<file path="src/rtl/rp_pkg.sv">
package rp_pkg;
  localparam int RC_REG_W   = 16;
  localparam int RC_SEV_N   = 3;
  localparam int RC_PME_BIT = 3;
  localparam logic [RC_REG_W-1:0] RC_WR_MASK = 16'h000F;

  typedef struct packed {
    logic                pme_en;
    logic [RC_SEV_N-1:0] sev_en;
  } rc_ctl_t;
endpackage

</file>
<file path="src/rtl/rp_ctl_reg.sv">
module rp_ctl_reg
  import rp_pkg::*;
#(
  parameter int                REG_W   = RC_REG_W,
  parameter logic [REG_W-1:0]  WR_MASK = RC_WR_MASK
) (
  input  logic                 clk,
  input  logic                 rst_n,
  input  logic                 wr,
  input  logic [REG_W/8-1:0]   be,
  input  logic [REG_W-1:0]     wdata,
  output logic [REG_W-1:0]     rdata,
  output rc_ctl_t              ctl
);
  localparam int LANES = REG_W / 8;

  logic [REG_W-1:0] reg_q;

  for (genvar l = 0; l < LANES; l++) begin : g_lane
    localparam logic [7:0] LMASK = WR_MASK[l*8 +: 8];
    logic [7:0] lane_q;
    always_ff @(posedge clk or negedge rst_n) begin
      if (!rst_n)
        lane_q <= '0;
      else if (wr && be[l])
        lane_q <= wdata[l*8 +: 8] & LMASK;
    end
    assign reg_q[l*8 +: 8] = lane_q;
  end

  assign rdata      = reg_q;
  assign ctl.pme_en = reg_q[RC_PME_BIT];
  assign ctl.sev_en = reg_q[RC_SEV_N-1:0];


  lane0_hold_chk: assert property (@(posedge clk) disable iff (!rst_n)
    (!(wr && be[0])) |=> $stable(ctl));


  rsvd_zero_chk: assert property (@(posedge clk) disable iff (!rst_n)
    wr |=> (rdata[REG_W-1:4] == '0));
endmodule

</file>
<file path="src/rtl/rp_pme_unit.sv">
module rp_pme_unit (
  input  logic clk,
  input  logic rst_n,
  input  logic pme_en,
  input  logic msg,
  input  logic clr,
  output logic sts,
  output logic irq
);
  logic sts_q;

  always_ff @(posedge clk or negedge rst_n) begin
    if (!rst_n)
      sts_q <= 1'b0;
    else if (msg)
      sts_q <= 1'b1;
    else if (clr)
      sts_q <= 1'b0;
  end

  assign sts = sts_q;
  assign irq = sts_q & pme_en;


  msg_sets_chk: assert property (@(posedge clk) disable iff (!rst_n)
    msg |=> sts);


  clr_drops_chk: assert property (@(posedge clk) disable iff (!rst_n)
    (clr && !msg) |=> (!sts && !irq));


  dis_drops_chk: assert property (@(posedge clk) disable iff (!rst_n)
    $fell(pme_en) |-> !irq);


  late_en_chk: assert property (@(posedge clk) disable iff (!rst_n)
    ($rose(pme_en) && sts) |-> irq);
endmodule

</file>
<file path="src/rtl/rp_serr_unit.sv">
module rp_serr_unit
  import rp_pkg::*;
#(
  parameter int SEV_N = RC_SEV_N,
  parameter int SRC_N = 2
) (
  input  logic                   clk,
  input  logic                   rst_n,
  input  logic [SEV_N-1:0]       sev_en,
  input  logic [SRC_N*SEV_N-1:0] evt,
  input  logic                   cmd_en,
  output logic                   serr
);
  logic [SEV_N-1:0] merged [SRC_N+1];
  logic             serr_q;

  assign merged[0] = '0;
  for (genvar s = 0; s < SRC_N; s++) begin : g_src
    assign merged[s+1] = merged[s] | evt[s*SEV_N +: SEV_N];
  end

  always_ff @(posedge clk or negedge rst_n) begin
    if (!rst_n)
      serr_q <= 1'b0;
    else
      serr_q <= |(merged[SRC_N] & sev_en);
  end

  assign serr = serr_q;


  none_en_chk: assert property (@(posedge clk) disable iff (!rst_n)
    (sev_en == '0) |=> !serr);


  cmd_ignored_chk: assert property (@(posedge clk) disable iff (!rst_n)
    (!cmd_en && (|(evt[SEV_N-1:0] & sev_en))) |=> serr);


  quiet_chk: assert property (@(posedge clk) disable iff (!rst_n)
    (evt == '0) |=> !serr);
endmodule

</file>
<file path="src/rtl/rp_err_pme_ctl.sv">
module rp_err_pme_ctl
  import rp_pkg::*;
(
  input  logic                clk,
  input  logic                rst_n,
  input  logic                cfg_wr,
  input  logic [1:0]          cfg_be,
  input  logic [15:0]         cfg_wdata,
  output logic [15:0]         cfg_rdata,
  input  logic                pme_msg,
  input  logic                pme_sts_clr,
  input  logic [2:0]          err_self,
  input  logic [2:0]          err_below,
  input  logic                cmd_serr_en,
  output logic                pme_sts,
  output logic                pme_irq,
  output logic                serr_pulse
);
  rc_ctl_t ctl;

  rp_ctl_reg #(.REG_W(RC_REG_W), .WR_MASK(RC_WR_MASK)) u_reg (
    .clk   (clk),
    .rst_n (rst_n),
    .wr    (cfg_wr),
    .be    (cfg_be),
    .wdata (cfg_wdata),
    .rdata (cfg_rdata),
    .ctl   (ctl)
  );

  rp_pme_unit u_pme (
    .clk    (clk),
    .rst_n  (rst_n),
    .pme_en (ctl.pme_en),
    .msg    (pme_msg),
    .clr    (pme_sts_clr),
    .sts    (pme_sts),
    .irq    (pme_irq)
  );

  rp_serr_unit #(.SEV_N(RC_SEV_N), .SRC_N(2)) u_serr (
    .clk    (clk),
    .rst_n  (rst_n),
    .sev_en (ctl.sev_en),
    .evt    ({err_below, err_self}),
    .cmd_en (cmd_serr_en),
    .serr   (serr_pulse)
  );


  fatal_pulse_chk: assert property (@(posedge clk) disable iff (!rst_n)
    ((err_self[2] || err_below[2]) && ctl.sev_en[2]) |=> serr_pulse);


  below_pulse_chk: assert property (@(posedge clk) disable iff (!rst_n)
    (|(err_below & ctl.sev_en)) |=> serr_pulse);
endmodule

</file>
<file path="config.mk">
export PLATFORM = sky130hd
export DESIGN_NAME = rp_err_pme_ctl
export DESIGN_NICKNAME = d
export VERILOG_FILES = /design/src/rtl/rp_pkg.sv /design/src/rtl/rp_ctl_reg.sv /design/src/rtl/rp_pme_unit.sv /design/src/rtl/rp_serr_unit.sv /design/src/rtl/rp_err_pme_ctl.sv
export SDC_FILE = /design/constraint.sdc
export NUM_CORES = 1
export LEC_CHECK = 0
export BUFFER_PORTS_ARGS = -buffer_cell sky130_fd_sc_hd__buf_2
export CAP_MARGIN = 20
export CELL_PAD_IN_SITES_DETAIL_PLACEMENT = 2
export CELL_PAD_IN_SITES_GLOBAL_PLACEMENT = 2
export CORE_ASPECT_RATIO = 1.1
export CORE_MARGIN = 3
export CORE_UTILIZATION = 14
export CTS_CLUSTER_DIAMETER = 120
export DETAILED_ROUTE_END_ITERATION = 8
export PLACE_DENSITY = 0.73
export SLEW_MARGIN = 20
export SYNTH_ARGS = -nofsm -noshare
export SYNTH_HDL_FRONTEND = slang
export SYNTH_HIERARCHICAL = 1
export SYNTH_SLANG_ARGS = --single-unit
export TNS_END_PERCENT = 10
</file>
<file path="constraint.sdc">
create_clock -name clk -period 0.95 [get_ports clk]
set_clock_uncertainty 0.05 [all_clocks]
set_input_delay 0 -clock clk [delete_from_list [all_inputs] [get_ports clk]]
set_output_delay 0 -clock clk [all_outputs]
set_load 0.05 [all_outputs]
</file>
==> reports/summary.txt, run 1 <==
Slew Limit Fails = 0
Drt wl/cell = 11.0 um
Final ANT Viol Nets = 0
Min Tclk post-route = 1000 ps
FF+latch count, synth = 6
Final worst setup slack = -50.8 ps
Maximum VDD drop = 0.517 mV
Kind of end point of the critical path = primary output
Die area = 0.00336 mm2
Grt total ovfl = 0
Boundary Pins = 49
CP max stage delay = 390 ps
DR iter-0 viols = 1
RSZ-0062 raised after global routing = true
Initial antenna violation count = 0
Critical Path RT = 900 ps
Effective utilization at floorplan = 0.149
RePlAce Congestion = 0.716
Hold Path Class = primary input to asynchronous set/reset pin
Post-Syn Instances = 35
Max-Cap Viols = 0
Simple-gate share of the synthesized area = 0.0464
FF+latch area = 151 um2
Multi-input logic area = 148 um2
CTS Buf Count = 3
Status = finished with violations
Synth Warn # = 6
First-pass GRT wire length = 1.68 mm
I/O Buffers = 22
Nets = 101
F_max = 999 MHz
Largest net degree at the start of global routing = 7
Die extent in y = 60.5 um
Row cnt = 19
Final TNS setup = -50.8 ps
Crit path max fanout = 3
Clock Root Buffer = clkbuf_4
Clk slew on worst S/H paths = 50 ps
Mapped cell area = 378 um2
Critical-path cell list = and2_4 > buf_8
GRT met2 Usage = 0.152
Period utilization = 1.05
Via count = 331
M3 GR Usage = 0.0340
Final hold vios = 0
# DRC = 0
Area contributors post-synth = dfrtp_1 40%, buf_4 32%, mux2_4 16%
Arrival @ worst endpoint = 950 ps
Clk_lat worst skew = 250 ps
XOR/XNOR share of the synthesized area = 0
Share of post-route cells with drive strength above 1 = 0.471
Post-synthesis compound-gate area fraction = 0.0596
Drt total wl = 1.11 mm
Area share of the leading cell type in the synthesized netlist = 0.397
Seq/Total Area, Yosys = 0.397
Most Crowded Layer GR = met2
Family with the most delay on the worst path = flip-flops
Failing checks = setup timing
Largest family of logic cells by synthesized area = buffers and inverters
Mux cell area share after synthesis = 0.159
Clk buf depth = 2
Buf/Inv on CP = 1
Sink Count = 6
CP max stage cell = dfrtp_1
Global Route Usage Sum = 0.0715
Core Box Area = 0.00254 mm2
Hold WS = 60.1 ps
Dominant cell type by area after synthesis = dfrtp_1
TritonCTS clock tree = done
Fill cells = 285
H-tree depth = 1
Distinct cells, synth = 10
Avg Inst Size Synth = 10.8 um2
Die W = 55.5 um
Area delta synth->final = 68.2%
Number of detailed-route iterations in the first pass = 3
CP Class = flip-flop to primary output
Final setup viols = 1
Vias per inst = 3.28
Critical path startpoint category = flip-flop
Grt met1 use = 0.0541
Pwr Density = 1680 mW/mm2
Adder-cell share of the synthesized area = 0
ANT cells = 0
Vias in the first global route = 366
Leakage = 0.332 nW
-- cell usage in the layout, fill, tap and decap left out --
master,synthesis,final
buf_2,0,17
dlygate4sd3_1,0,13
conb_1,1,12
buf_4,16,5
dfrtp_1,6,5
mux2_4,4,4
clkbuf_4,0,3
o21ai_1,3,3
clkbuf_1,0,1
buf_8,0,1
inv_1,1,1
a21o_1,1,1
and2_4,0,1
dfrtp_2,0,1
nand2_2,1,1
nand3_1,1,1
-- synthesized netlist by cell type --
cell	count
buf_4	16
dfrtp_1	6
mux2_4	4
o21ai_1	3
a21o_1	1
and2_1	1
conb_1	1
inv_1	1
nand2_2	1
nand3_1	1
-- registers in the layout (all words and copies together) (netlist names) --
signal / count
u_pme/sts: 1
u_reg/g_lane.lane_q: 4
u_serr/serr: 1
-- repair_timing --
| item | in CTS | in global routing |
|---|---|---|
| buffers inserted | 1 | 0 |
| hold endpoints to repair | 12 | 0 |
| hold buffers | 13 | 0 |
| gates resized for setup | 7 | 2 |
| setup endpoints to repair | 5 | 4 |
-- report_power, final --
group	leakage (nW)	total, mW	internal, mW	switching, mW
combinational	0.249	0.487	0.168	0.320
clock	0.0150	0.261	0.160	0.102
sequential	0.0673	0.318	0.292	0.0254
total	0.332	1.07	0.619	0.447
-- final timing paths --
path | start | depth (start not counted) | endpoint | slack [ps]
setup / recovery | u_reg/g_lane[0].lane_q[3] | 2 | pme_irq | -50
hold / removal | rst_n | 2 | u_reg/g_lane[0].lane_q[3] | 60
setup reg to reg | u_reg/g_lane[0].lane_q[3] | 2 | u_reg/g_lane[0].lane_q[3] | 10
hold reg to reg | u_pme/sts | 1 | u_pme/sts | 460
max in group asynchronous | rst_n | 2 | u_pme/sts | 630
min in group clk | cfg_be[0] | 3 | u_reg/g_lane[0].lane_q[3] | 130
-- area by class of cell --
cell class	count	share of cell area
timing repair buffer	36	0.421
sequential	6	0.238
multi-input combinational	23	0.232
tap	31	0.0610
clock buffer	4	0.0413
inverter	1	0.00591
-- metal layers --
| layer | wire (um) | up-vias |
|---|---|---|
| li1 | - | 153 |
| met1 | 337 | 152 |
| met2 | 665 | 26 |
| met3 | 111 | 0 |
| met4 | 0 | 0 |
| met5 | 0 | - |
-- metrics by stage --
step	area (um2)	std cells	setup slack (ps)	util	power, mW
3_5_place_dp	450	83	120	0.177	0.727
4_1_cts	633	101	-61.4	0.249	1.08
2_1_floorplan	422	46	37.3	-	0.706
6_report	636	101	-50.8	0.250	1.07
5_1_grt	636	101	-111	0.250	1.12
3_3_place_gp	450	83	140	0.177	0.719
-- cells by family (layout without fill, tap and decap cells) --
family | after synthesis | count (layout)
multiplexers | 4 | 4
other | 1 | 12
flip-flops | 6 | 6
buffers and inverters | 17 | 41
AND/OR/NAND/NOR | 3 | 3
AO/OA/AOI/OAI | 4 | 4
(Power assumes the default switching activity.)
==> inputs of run 2 (changes only) <==
--- a/config.mk
+++ b/config.mk
@@ -15,6 +15,7 @@
 export CTS_CLUSTER_DIAMETER = 120
 export DETAILED_ROUTE_END_ITERATION = 8
 export PLACE_DENSITY = 0.73
+export RECOVER_POWER = 50
 export SLEW_MARGIN = 20
 export SYNTH_ARGS = -nofsm -noshare
 export SYNTH_HDL_FRONTEND = slang
==> reports/summary.txt, run 2 (synthesis results as in run 1) <==
Die extent in y = 60.5 um
FF+latch area = 151 um2
Critical-path cell list = and2_4 > buf_8
Final worst setup slack = -50.7 ps
Commonest non-fill, non-tap cell in the layout = buf_2
Vias per inst = 3.27
RSZ-0062 raised after global routing = true
Status = finished with violations
Grt total ovfl = 0
Fill cells = 286
RePlAce Congestion = 0.716
Period utilization = 1.05
Power, Total = 1.06 mW
Post-route cell area = 631 um2
Slew Limit Fails = 0
Row cnt = 19
Final ANT Viol Nets = 0
Largest net degree at the start of global routing = 7
Min Tclk post-route = 1000 ps
Hold Path Class = primary input to asynchronous set/reset pin
Switch Pwr = 0.446 mW
Pwr Density = 1680 mW/mm2
# DRC = 0
TritonCTS clock tree = done
Final setup viols = 1
Highest Signal Layer = met3
Failing checks = setup timing
Die area = 0.00336 mm2
Clk buf depth = 2
Max-Cap Viols = 0
Multi-input logic area = 144 um2
Crit path max fanout = 3
Area after DPL = 450 um2
Critical path startpoint category = flip-flop
Largest Register = u_reg/g_lane.lane_q
ANT cells = 0
Area delta synth->final = 66.9%
Net Sw Frac = 0.421
Clock Root Buffer = clkbuf_4
Final TNS setup = -50.7 ps
Nets = 101
Share of post-route cells with drive strength above 1 = 0.443
Most frequent cells in the layout = 16 x buf_2, 13 x dlygate4sd3_1, 12 x conb_1
Vias in the first global route = 366
Number of detailed-route iterations in the first pass = 3
Sink Count = 6
Maximum VDD drop = 0.518 mV
Leakage = 0.324 nW
I/O Buffers = 22
Drt total wl = 1.12 mm
Clk_lat worst skew = 250 ps
Reg2Reg Depth = 2
F_max = 999 MHz
Effective utilization at floorplan = 0.149
Drt wl/cell = 11.1 um
Max reg flops = 4
Met1 Wirelength = 339 um
Boundary Pins = 49
CP Class = flip-flop to primary output
H-tree depth = 1
CP max stage delay = 390 ps
Reg power frac = 0.299
Logic pwr share = 0.454
Arrival @ worst endpoint = 950 ps
First-pass GRT wire length = 1.68 mm
DR WL met2 = 665 um
Initial antenna violation count = 0
Critical Path RT = 900 ps
Core Box Area = 0.00254 mm2
Clk slew on worst S/H paths = 50 ps
CTS Buf Count = 3
Hold WS = 112 ps
CP max stage cell = dfrtp_1
Clock Power Share = 0.247
Met3 routed WL = 111 um
DR iter-0 viols = 1
Via count = 330
Final hold vios = 0
Die W = 55.5 um
Kind of end point of the critical path = primary output
P_int = 0.614 mW
Global Route Usage Sum = 0.0715
run 2: worst max-delay path: cells and delay by family, from the launching register on:
kind	cells	cell delay (ps)
buffers and inverters	1	140
DFF	1	390
and+or+nand+nor	1	170
run 2: repair_timing:
item | in CTS | in global routing
endpoints found under the hold margin | 12 | 0
buffers inserted | 1 | 0
hold buffers | 13 | 0
resized for setup | 7 | 2
endpoints found under the setup margin | 5 | 4
run 2: worst paths after layout:
path | from | end | slack, ps
min | rst_n | u_reg/g_lane[0].lane_q[3] | 110
max | u_reg/g_lane[0].lane_q[3] | pme_irq | -50
min reg2reg | u_pme/sts | u_pme/sts | 460
min in group clk | cfg_be[0] | u_reg/g_lane[0].lane_q[3] | 120
max in group asynchronous | rst_n | u_pme/sts | 470
max reg2reg | u_reg/g_lane[0].lane_q[3] | u_reg/g_lane[0].lane_q[3] | 10
run 2: area by class of cell:
| class | instances | share of cell area |
|---|---|---|
| inverter | 1 | 0.00595 |
| clock buffer | 4 | 0.0417 |
| tap | 31 | 0.0615 |
| multi-input combinational | 23 | 0.228 |
| sequential | 6 | 0.240 |
| timing repair buffer | 36 | 0.423 |
run 2: power by group through the flow:
stage / clock network [mW] / registers [mW] / logic, mW
after global routing: 0.290 / 0.324 / 0.504
after detailed placement: 0 / 0.321 / 0.406
after CTS: 0.279 / 0.318 / 0.485
after global placement: 0 / 0.318 / 0.401
final: 0.261 / 0.317 / 0.481
after floorplan: 0 / 0.349 / 0.357
run 2: per-layer routing:
layer	track usage	vias up
met5	0	-
met4	0.0313	0
met3	0.0340	0
met2	0.152	26
met1	0.0541	151
li1	-	153
run 2: stage by stage:
step           setup slack (ps)   util  instances
6_report                  -50.7  0.248        101
5_1_grt                    -111  0.248        101
2_1_floorplan              37.3      -         46
3_5_place_dp                120  0.177         83
3_3_place_gp                140  0.177         83
4_1_cts                   -61.4  0.249        101
